--- src/rtl/agm_pkg.sv ---
package agm_pkg;
  localparam int LVL_W = 3;
  localparam int FD_W  = 4;

  typedef enum logic [2:0] {
    FD_RAW     = 3'b000,
    FD_SLOW3   = 3'b001,
    FD_SLOW2_C = 3'b010,
    FD_SLOW2_F = 3'b011,
    FD_GAIN_A  = 3'b100,
    FD_GAIN_B  = 3'b101
  } fd_mode_e;

  typedef struct packed {
    logic clip;
    logic c_hi;
    logic f_hi;
    logic f_lo;
    logic g_dn;
    logic g_up;
  } agm_flags_t;

  function automatic logic [FD_W-1:0] fd_route(input logic [2:0] mode,
                                                input agm_flags_t fl,
                                                input logic [LVL_W-1:0] lvl_fast,
                                                input logic [LVL_W-1:0] lvl_slow);
    logic [FD_W-1:0] r;
    case (mode)
      FD_RAW:     r = {1'b0, lvl_fast};
      FD_SLOW3:   r = {lvl_slow, fl.clip};
      FD_SLOW2_C: r = {lvl_slow[2:1], fl.c_hi, fl.clip};
      FD_SLOW2_F: r = {lvl_slow[2:1], fl.f_hi, fl.clip};
      FD_GAIN_A:  r = {fl.clip, fl.c_hi, fl.f_hi, fl.f_lo};
      FD_GAIN_B:  r = {fl.clip, fl.f_hi, fl.g_up, fl.g_dn};
      default:    r = '0;
    endcase
    return r;
  endfunction
endpackage

--- src/rtl/agm_delay.sv ---
module agm_delay #(
  parameter int W     = 1,
  parameter int DEPTH = 2
) (
  input  logic         clk,
  input  logic         rst_n,
  input  logic [W-1:0] d_i,
  output logic [W-1:0] q_o
);
  logic [W-1:0] stg_q [DEPTH];

  for (genvar i = 0; i < DEPTH; i++) begin : g_stage
    if (i == 0) begin : g_head
      always_ff @(posedge clk or negedge rst_n) begin
        if (!rst_n) stg_q[0] <= '0;
        else        stg_q[0] <= d_i;
      end
      assert_head_R8: assert property (@(posedge clk) disable iff (!rst_n)
        stg_q[0] == $past(d_i));
    end else begin : g_body
      always_ff @(posedge clk or negedge rst_n) begin
        if (!rst_n) stg_q[i] <= '0;
        else        stg_q[i] <= stg_q[i-1];
      end
      assert_shift_R8: assert property (@(posedge clk) disable iff (!rst_n)
        stg_q[i] == $past(stg_q[i-1]));
    end
  end

  assign q_o = stg_q[DEPTH-1];
endmodule

--- src/rtl/agm_coarse.sv ---
module agm_coarse #(
  parameter int LVL_W    = 3,
  parameter int MIN_HOLD = 2
) (
  input  logic             clk,
  input  logic             rst_n,
  input  logic [LVL_W-1:0] lvl_i,
  input  logic [LVL_W-1:0] thr_i,
  output logic             c_hi_o,
  output logic             g_dn_o
);
  localparam int AGE_W = $clog2(MIN_HOLD + 1);

  logic [LVL_W-1:0] lvl_q;
  logic [AGE_W-1:0] age_q;
  logic             cmp_w;
  logic             keep_w;

  // event wires for the assertions
  assign cmp_w  = lvl_q > thr_i;
  assign keep_w = c_hi_o && (age_q < AGE_W'(MIN_HOLD));

  always_ff @(posedge clk or negedge rst_n) begin
    if (!rst_n) begin
      lvl_q  <= '0;
      age_q  <= '0;
      c_hi_o <= 1'b0;
      g_dn_o <= 1'b0;
    end else begin
      lvl_q  <= lvl_i;
      g_dn_o <= cmp_w;
      if (cmp_w || keep_w) begin
        c_hi_o <= 1'b1;
        if (!c_hi_o)                         age_q <= AGE_W'(1);
        else if (age_q != AGE_W'(MIN_HOLD))  age_q <= age_q + 1'b1;
      end else begin
        c_hi_o <= 1'b0;
        age_q  <= '0;
      end
    end
  end

  assert_cmp_R4: assert property (@(posedge clk) disable iff (!rst_n)
    cmp_w |=> c_hi_o);
  assert_stretch_R5: assert property (@(posedge clk) disable iff (!rst_n)
    $rose(c_hi_o) |=> c_hi_o);
  assert_down_R6: assert property (@(posedge clk) disable iff (!rst_n)
    g_dn_o |-> c_hi_o);
endmodule

--- src/rtl/agm_fine.sv ---
module agm_fine #(
  parameter int DW = 10,
  parameter int TW = 13,
  parameter int CW = 16
) (
  input  logic          clk,
  input  logic          rst_n,
  input  logic [DW-1:0] sample_i,
  input  logic [TW-1:0] hi_i,
  input  logic [TW-1:0] lo_i,
  input  logic [CW-1:0] dwell_i,
  output logic          f_hi_o,
  output logic          f_lo_o,
  output logic          g_up_o
);
  function automatic logic [DW-2:0] mag_sat(input logic [DW-1:0] s);
    logic [DW-1:0] n;
    n = ~s + 1'b1;
    if (!s[DW-1])     return s[DW-2:0];
    else if (n[DW-1]) return '1;
    else              return n[DW-2:0];
  endfunction

  logic [TW-1:0] mag_w;
  logic          above_w;
  logic          below_w;
  logic [CW-1:0] run_q;
  logic [CW:0]   run_nx;

  assign mag_w   = TW'(mag_sat(sample_i));
  assign above_w = mag_w > hi_i;
  assign below_w = mag_w < lo_i;
  assign run_nx  = {1'b0, run_q} + 1'b1;

  always_ff @(posedge clk or negedge rst_n) begin
    if (!rst_n) begin
      f_hi_o <= 1'b0;
      f_lo_o <= 1'b0;
      g_up_o <= 1'b0;
      run_q  <= '0;
    end else begin
      f_hi_o <= above_w;
      f_lo_o <= below_w;
      if (below_w) begin
        run_q  <= run_nx[CW] ? run_q : run_nx[CW-1:0];
        g_up_o <= run_nx >= {1'b0, dwell_i};
      end else begin
        run_q  <= '0;
        g_up_o <= 1'b0;
      end
    end
  end

  always_comb begin
    if (rst_n && sample_i != {1'b1, {(DW-1){1'b0}}})
      assert_sym_R1: assert (mag_sat(sample_i) == mag_sat(~sample_i + 1'b1));
  end

  assert_up_R7: assert property (@(posedge clk) disable iff (!rst_n)
    g_up_o |-> f_lo_o);
  assert_restart_R7: assert property (@(posedge clk) disable iff (!rst_n)
    !below_w |=> !g_up_o);
endmodule

--- src/rtl/adc_gain_monitor.sv ---
module adc_gain_monitor
  import agm_pkg::*;
#(
  parameter int DW       = 10,
  parameter int TW       = 13,
  parameter int CW       = 16,
  parameter int FAST_LAT = 2,
  parameter int SLOW_LAT = 6,
  parameter int OVR_LAT  = 12,
  parameter int MIN_HOLD = 2
) (
  input  logic             clk,
  input  logic             rst_n,
  input  logic [LVL_W-1:0] coarse_lvl_i,
  input  logic [DW-1:0]    sample_i,
  input  logic             ovr_raw_i,
  input  logic [LVL_W-1:0] coarse_thr_i,
  input  logic [TW-1:0]    fine_hi_i,
  input  logic [TW-1:0]    fine_lo_i,
  input  logic [CW-1:0]    dwell_i,
  input  logic [2:0]       fd_mode_i,
  output logic [FD_W-1:0]  fast_o,
  output logic             over_coarse_o,
  output logic             over_fine_o,
  output logic             under_fine_o,
  output logic             clip_o,
  output logic             gain_down_o,
  output logic             gain_up_o
);
  localparam int EXTRA_LAT = SLOW_LAT - FAST_LAT;

  logic [LVL_W-1:0] lvl_fast_w;
  logic [LVL_W-1:0] lvl_slow_w;
  agm_flags_t       flags_w;

  agm_delay #(.W(LVL_W), .DEPTH(FAST_LAT)) u_lvl_fast (
    .clk(clk), .rst_n(rst_n), .d_i(coarse_lvl_i), .q_o(lvl_fast_w));

  agm_delay #(.W(LVL_W), .DEPTH(EXTRA_LAT)) u_lvl_slow (
    .clk(clk), .rst_n(rst_n), .d_i(lvl_fast_w), .q_o(lvl_slow_w));

  agm_delay #(.W(1), .DEPTH(OVR_LAT)) u_clip (
    .clk(clk), .rst_n(rst_n), .d_i(ovr_raw_i), .q_o(clip_o));

  agm_coarse #(.LVL_W(LVL_W), .MIN_HOLD(MIN_HOLD)) u_coarse (
    .clk(clk), .rst_n(rst_n), .lvl_i(coarse_lvl_i), .thr_i(coarse_thr_i),
    .c_hi_o(over_coarse_o), .g_dn_o(gain_down_o));

  agm_fine #(.DW(DW), .TW(TW), .CW(CW)) u_fine (
    .clk(clk), .rst_n(rst_n), .sample_i(sample_i), .hi_i(fine_hi_i),
    .lo_i(fine_lo_i), .dwell_i(dwell_i), .f_hi_o(over_fine_o),
    .f_lo_o(under_fine_o), .g_up_o(gain_up_o));

  assign flags_w = '{clip: clip_o, c_hi: over_coarse_o, f_hi: over_fine_o,
                     f_lo: under_fine_o, g_dn: gain_down_o, g_up: gain_up_o};
  assign fast_o  = fd_route(fd_mode_i, flags_w, lvl_fast_w, lvl_slow_w);

  assert_undef_R12: assert property (@(posedge clk) disable iff (!rst_n)
    (fd_mode_i == 3'b110 || fd_mode_i == 3'b111) |-> fast_o == '0);
  assert_raw_top_R9: assert property (@(posedge clk) disable iff (!rst_n)
    (fd_mode_i == 3'b000) |-> !fast_o[FD_W-1]);
endmodule

--- config.mk ---
export PLATFORM = sky130hd
export DESIGN_NAME = adc_gain_monitor
export DESIGN_NICKNAME = d
export VERILOG_FILES = /design/src/rtl/agm_pkg.sv /design/src/rtl/agm_delay.sv /design/src/rtl/agm_coarse.sv /design/src/rtl/agm_fine.sv /design/src/rtl/adc_gain_monitor.sv
export SDC_FILE = /design/constraint.sdc
export NUM_CORES = 1
export LEC_CHECK = 0
export CAP_MARGIN = 20
export CELL_PAD_IN_SITES_DETAIL_PLACEMENT = 0
export CELL_PAD_IN_SITES_GLOBAL_PLACEMENT = 2
export CORE_ASPECT_RATIO = 1.4
export CORE_MARGIN = 3
export CORE_UTILIZATION = 31
export CTS_CLUSTER_SIZE = 14
export DETAILED_ROUTE_END_ITERATION = 8
export PLACE_DENSITY = 0.91
export SETUP_SLACK_MARGIN = 0.4
export SYNTH_ARGS = -nofsm -noshare
export SYNTH_HDL_FRONTEND = slang
export SYNTH_HIERARCHICAL = 1
export SYNTH_SLANG_ARGS = --single-unit
export TNS_END_PERCENT = 30
--- constraint.sdc ---
create_clock -name clk -period 2.6 [get_ports clk]
set_input_delay 0.26 -clock clk [delete_from_list [all_inputs] [get_ports clk]]
set_output_delay 0.26 -clock clk [all_outputs]
set_load 0.03 [all_outputs]
# ---- Word level (Yosys, flattened, before mapping)
# Cells that the tools add are included.
dict set report word_totals {
  register_bits 53
}
dict set report op_classes {
  n_addsub 3
  magnitude_cmp 5
  n_eq_ne 8
  mux 10
  bitwise_logic 1
  n_reduce_logical 3
}
# operator n
set ops {}
lappend ops {{$mux W16} 2}
lappend ops {{$pmux W4 S6} 1}
lappend ops {{$mux W9} 2}
lappend ops {{$add A16 B1 Y17 const B} 1}
lappend ops {{$ge A17 B16 Y1} 1}
lappend ops {{$gt A9 B13 Y1} 1}
lappend ops {{$lt A9 B13 Y1} 1}
lappend ops {{$add A10 B1 Y10 const B} 1}
lappend ops {{$not A10 Y10} 1}
lappend ops {{$eq A3 B2 Y1 const B} 2}
lappend ops {{$eq A3 B3 Y1 const B} 2}
lappend ops {{$mux W2} 3}
lappend ops {{$ne A2 B2 Y1 const B} 2}
lappend ops {{$eq A3 B1 Y1 const B} 1}
lappend ops {{$gt A3 B3 Y1} 1}
lappend ops {{$logic_not A3 Y1} 1}
lappend ops {{$ne A3 B3 Y1 const B} 1}
lappend ops {{$add A2 B1 Y2 const B} 1}
lappend ops {{$lt A2 B2 Y1 const B} 1}
lappend ops {{$mux W1} 2}
lappend ops {{$logic_and A1 B1 Y1} 1}
lappend ops {{$logic_or A1 B1 Y1} 1}

# ---- Logic depth before layout (Yosys ltp)
dict set report logic_depth {
  depth_word 6
  ltp_mapped 14
  depth_no_buf 13
}

# ---- Modules after synthesis
# The synthesis kept the hierarchy.
# mod n_inst cells_per_inst area_each_um2 seq_area_each_um2
set by_module_without_submodules {}
lappend by_module_without_submodules {agm_fine 1 256 2068.2 475.5}
lappend by_module_without_submodules {{agm_delay (u_lvl_slow)} 1 15 322.8 300.3}
lappend by_module_without_submodules {agm_coarse 1 28 321.6 175.2}
lappend by_module_without_submodules {{agm_delay (u_clip)} 1 12 300.3 300.3}
lappend by_module_without_submodules {{agm_delay (u_lvl_fast)} 1 9 172.7 150.1}
lappend by_module_without_submodules {adc_gain_monitor 1 20 152.6 0.0}

# ---- Least setup slack after synthesis
# OpenSTA, ideal clock, no wires.
dict set report synth_path {
  kind {input to register}
  start {in sample_i[5]}
  end {reg u_fine.run_q[10]}
  setup_time_ns 0.128
  t_arrival_ns 2.646
  setup_slack_ns -0.174
  stages 12
  cell_sequence {or3_4 -> or4_1 -> o21a_1 -> nor2_1 -> a31oi_1 -> ha_1 -> nand4_1 -> a31o_2 -> a31o_1 -> a21oi_4 -> buf_6 -> a21oi_1}
}
dict set report synth_between {
  elab_chain_cells 6
}
# item line_no
set synth_rtl {}
lappend synth_rtl {{start: declaration} adc_gain_monitor.sv:15} ;# input logic [DW-1:0] sample_i,
lappend synth_rtl {{$not A10 Y10} agm_fine.sv:18} ;# n = ~s + 1'b1;
lappend synth_rtl {{$add A10 B1 Y10} agm_fine.sv:18}
lappend synth_rtl {{$mux W9} agm_fine.sv:20} ;# else if (n[DW-1]) return '1;
lappend synth_rtl {{$mux W9 *} agm_fine.sv:19} ;# if (!s[DW-1]) return s[DW-2:0];
lappend synth_rtl {{$lt A9 B13 Y1 *} agm_fine.sv:32} ;# assign below_w = mag_w < lo_i;
lappend synth_rtl {{$ne A2 B2 Y1 (no source line) or $mux W16 (tied branches)} -}
lappend synth_rtl {{end signal: assignment} agm_fine.sv:45} ;# run_q <= run_nx[CW] ? run_q : run_nx[CW-1:0];
lappend synth_rtl {{end: declaration} agm_fine.sv:27} ;# logic [CW-1:0] run_q;
# Every way passes the cells marked *; elsewhere a longest branch is shown, timed or not.
# A chain may end at the register's enable or synchronous reset.

# ---- Worst setup path after layout
dict set report layout_path {
  start {in sample_i[3]}
  end {reg u_fine.run_q[10]}
}
# The elaborated chain is that of the path after synthesis.

==> impl_metrics.json <==
{
  "status": "finished with violations",
  "failed_checks": "setup timing",
  "global_route.overflow_total": 0,
  "grt_max_degree": 57,
  "hold_viol_final": 0,
  "cts_max_level": 2,
  "antenna_left": 0,
  "port-buffer-count": 73,
  "yosysUniqueCellTypes": 52,
  "critPathRequiredTime_ns": 2.76,
  "finish.cell_count_without_fillers": 587,
  "worst_skew_pair_later_pin_latency_ns": 0.29,
  "grtUsageTotal_pct": 12.88,
  "post-dp-hpwl_um": 5757,
  "critPathLaunchType": "input port",
  "criticalPathCategory": "in -> reg",
  "instance_count_of_the_mapped_netlist": 340,
  "die-height_um": 128.8,
  "post_route_cells_drive_above_1_share_pct": 17.59,
  "transition_time_at_the_pin_with_the_least_slew_margin_ns": 0.6727,
  "arrival_ns": 2.86,
  "placed_cells_incl_taps": 567,
  "fill_cells": 991,
  "finalHoldWorstSlack_ns": 0.08768,
  "first_pass_iters": 4,
  "synthToLayoutAreaGrowth_pct": 42.99,
  "clock-skew-final_ns": 0.004232,
  "number_of_enable_type_register_cells_in_the_synthesized_netlist": 0,
  "tritoncts": "yes",
  "antenna_violations_before_repair": 0,
  "layout_min_cycle_time_ns": 2.705,
  "power.leakage_nw": 2.366,
  "placeableCoreArea_um2": 10460,
  "number_of_antenna_cells_inserted": 0,
  "drcViolationCount": 0,
  "syn_avg_cell_area_um2": 9.818,
  "cts.root.buffer_cell": "clkbuf_16",
  "synthesis.yosys.warnings": 6,
  "max_freq_mhz": 369.7,
  "peak_ir_drop_on_the_vdd_network_mv": 0.2774,
  "grt_pass1_vias": 2821,
  "path_max_fanout": 4,
  "period_share_pct": 104.0,
  "dp_slack_ns": -0.6450,
  "setup_violations": 19,
  "first_pass_grt_wire_length_um": 12450,
  "hp-class": "in -> async",
  "critPathCaptureType": "register",
  "final_wirelength_um": 7440,
  "slew-limit-headroom_pct": 55.15,
  "dr.first_iter.drc_count": 120,
  "synthesis.area_um2": 3338,
  "die_width_um": 93.70,
  "ys_seq_elements": 56,
  "cap_violations": 0,
  "cts_made_buffers": 5,
  "placement.cell_area_um2": 4374,
  "yosys_most_used_dff": "dfrtp_1",
  "cts-root-to-sink-buffers": 2,
  "dieArea_um2": 12070,
  "hold_buffers": 0,
  "row_count": 44,
  "share_of_synthesized_registers_carrying_an_async_set_or_reset_pct": 100.0,
  "seq_area_frac_synth_pct": 41.98,
  "wl_per_cell_um": 12.67,
  "clkSinkCount": 56,
  "place.gp.congestion": 0.8496,
  "design.portCount": 74,
  "fin_ws_ns": -0.1051,
  "via_count_of_the_routed_design": 2742,
  "finish.instance_area_um2": 4773,
  "power_per_cell_area_nw_per_um2": 621.4,
  "setup_repair_after_global_routing_missed_its_margin": "yes",
  "cts.clk_slew.worst_paths_ns": 0.07,
  "final_nets": 551,
  "drt-vias-per-instance": 4.671,
  "drv_slew": 0,
  "start_util_pct": 31.91,
  "synth_fp_nets": 443
}
## synth_stat cells, types with 5 or more instances
cell type  instances  share of area, %
nand4_1            6               1.1
a21o_1             5               1.1
nor3_1             6              0.90
dfrtp_1           56                42
inv_1             53               6.0
ha_1              39                15
nand3_1            9               1.3
nand2_1           25               2.8
o21ai_0           11               1.6
xor2_1            10               2.6
nor2_1            17               1.9
and4_1             5               1.3
buf_4              6               1.3
xnor2_1           11               2.9
nor2b_1            5              0.94
a21oi_1           22               3.3
## what timing repair did
| item | in CTS | in global routing |
|---|---|---|
| resized for setup | 39 | 20 |
| pin swaps | 7 | 7 |
| setup endpoints to repair | 23 | 19 |
| setup buffers | 8 | 1 |
| cloned | 3 | 0 |
## final cells by class
cell class	instances	area [um2]	share of cell area [%]
Clock buffer	5	125.1	2.621
Clock inverter	3	25.02	0.5242
Inverter	53	201.4	4.220
Multi-Input combinational cell	220	1723	36.09
Sequential cell	56	1401	29.36
Tap cell	138	172.7	3.617
Timing Repair Buffer	112	1125	23.56
## registers in the layout, summed over array words and instances (netlist names)
register	cells
u_fine/run_q	16
u_clip/stg_q	11
u_lvl_slow/stg_q	9
u_coarse/lvl_q	3
u_lvl_fast/q_o	3
u_lvl_fast/stg_q	3
u_lvl_slow/q_o	3
u_coarse/age_q	2
u_clip/q_o	1
u_coarse/c_hi_o	1
u_coarse/g_dn_o	1
u_fine/f_hi_o	1
u_fine/f_lo_o	1
u_fine/g_up_o	1
## cell families after synthesis
kind of cell               count (synthesis)  share of synthesized area (%)
xor gates and xnor gates                  21                          5.510
AOI/OAI and AO/OA                         63                          12.44
buffers and inverters                     64                          8.395
adders and majority gates                 39                          14.62
muxes                                      6                          2.024
DFF                                       56                          41.98
and+or+nand+nor                           91                          15.03
## per-stage QoR
step                power [mW]  util, %  TNS [ns]
finish                   2.966    45.63    -1.419
global route             3.207    45.63    -3.638
CTS                      3.001    45.28    -4.517
detailed placement       2.282    41.82    -11.79
global placement         2.239    41.82    -11.47
floorplan                1.869        -    -1.913
## placed cells by master, fill, tap and decap left out, types with 5 or more instances in the layout
master / synthesis / final
ha_1: 39 / 38
buf_4: 6 / 31
xnor2_1: 11 / 11
clkbuf_16: 0 / 5
nor3_1: 6 / 6
a21oi_2: 0 / 7
nand3_1: 9 / 9
dfrtp_1: 56 / 56
clkdlybuf4s50_1: 0 / 58
dlygate4sd2_1: 0 / 5
o21ai_0: 11 / 10
a21oi_1: 22 / 15
nand4_1: 6 / 6
xor2_1: 10 / 10
buf_6: 2 / 6
and4_1: 5 / 5
inv_1: 53 / 50
nor2_1: 17 / 17
a21o_1: 5 / 5
nand2_1: 25 / 25
## per-layer routing
metal  wire length (um)  global-route usage, %  share of wire, %
met1               2955                  14.71                40
met2               3992                  24.01                54
met3                364                  2.339               4.9
met4                127                  3.997               1.7
met5                  0                      0                 0
## final timing paths
path                                         end  slack (ns)            start  cells past startpoint
worst max-delay path            u_fine/run_q[10]       -0.11      sample_i[3]                     15
worst min register to register   u_clip/stg_q[8]        0.35  u_clip/stg_q[9]                      0
worst max register to register     u_fine/g_up_o        0.12  u_fine/run_q[1]                     10
min in group clk                 u_clip/stg_q[8]        0.35  u_clip/stg_q[9]                      0
max in group asynchronous        u_clip/stg_q[6]        2.06            rst_n                      2
worst min-delay path             u_fine/run_q[7]        0.09            rst_n                      2
## report_power, final
| group | total [mW] | leakage, nW | internal (mW) | switching (mW) |
|---|---|---|---|---|
| combinational | 1.11 | 1.63 | 0.550 | 0.560 |
| clock | 0.672 | 0.0708 | 0.364 | 0.308 |
| sequential | 1.18 | 0.669 | 1.03 | 0.154 |
| total | 2.97 | 2.37 | 1.94 | 1.02 |
## critical path, cell delays in order
cell and delay (ns):
buf_6 0.09, or3_4 0.37, or4_4 0.42, o21a_1 0.18, nor2_1 0.08, a31oi_1 0.06, ha_1 0.32, nand4_1 0.09
a31o_2 0.22, a31o_1 0.21, a21oi_4 0.18, buf_4 0.14, buf_6 0.10, buf_16 0.10, a21oi_1 0.04
No activity file was read; power rests on OpenSTA's default activity.
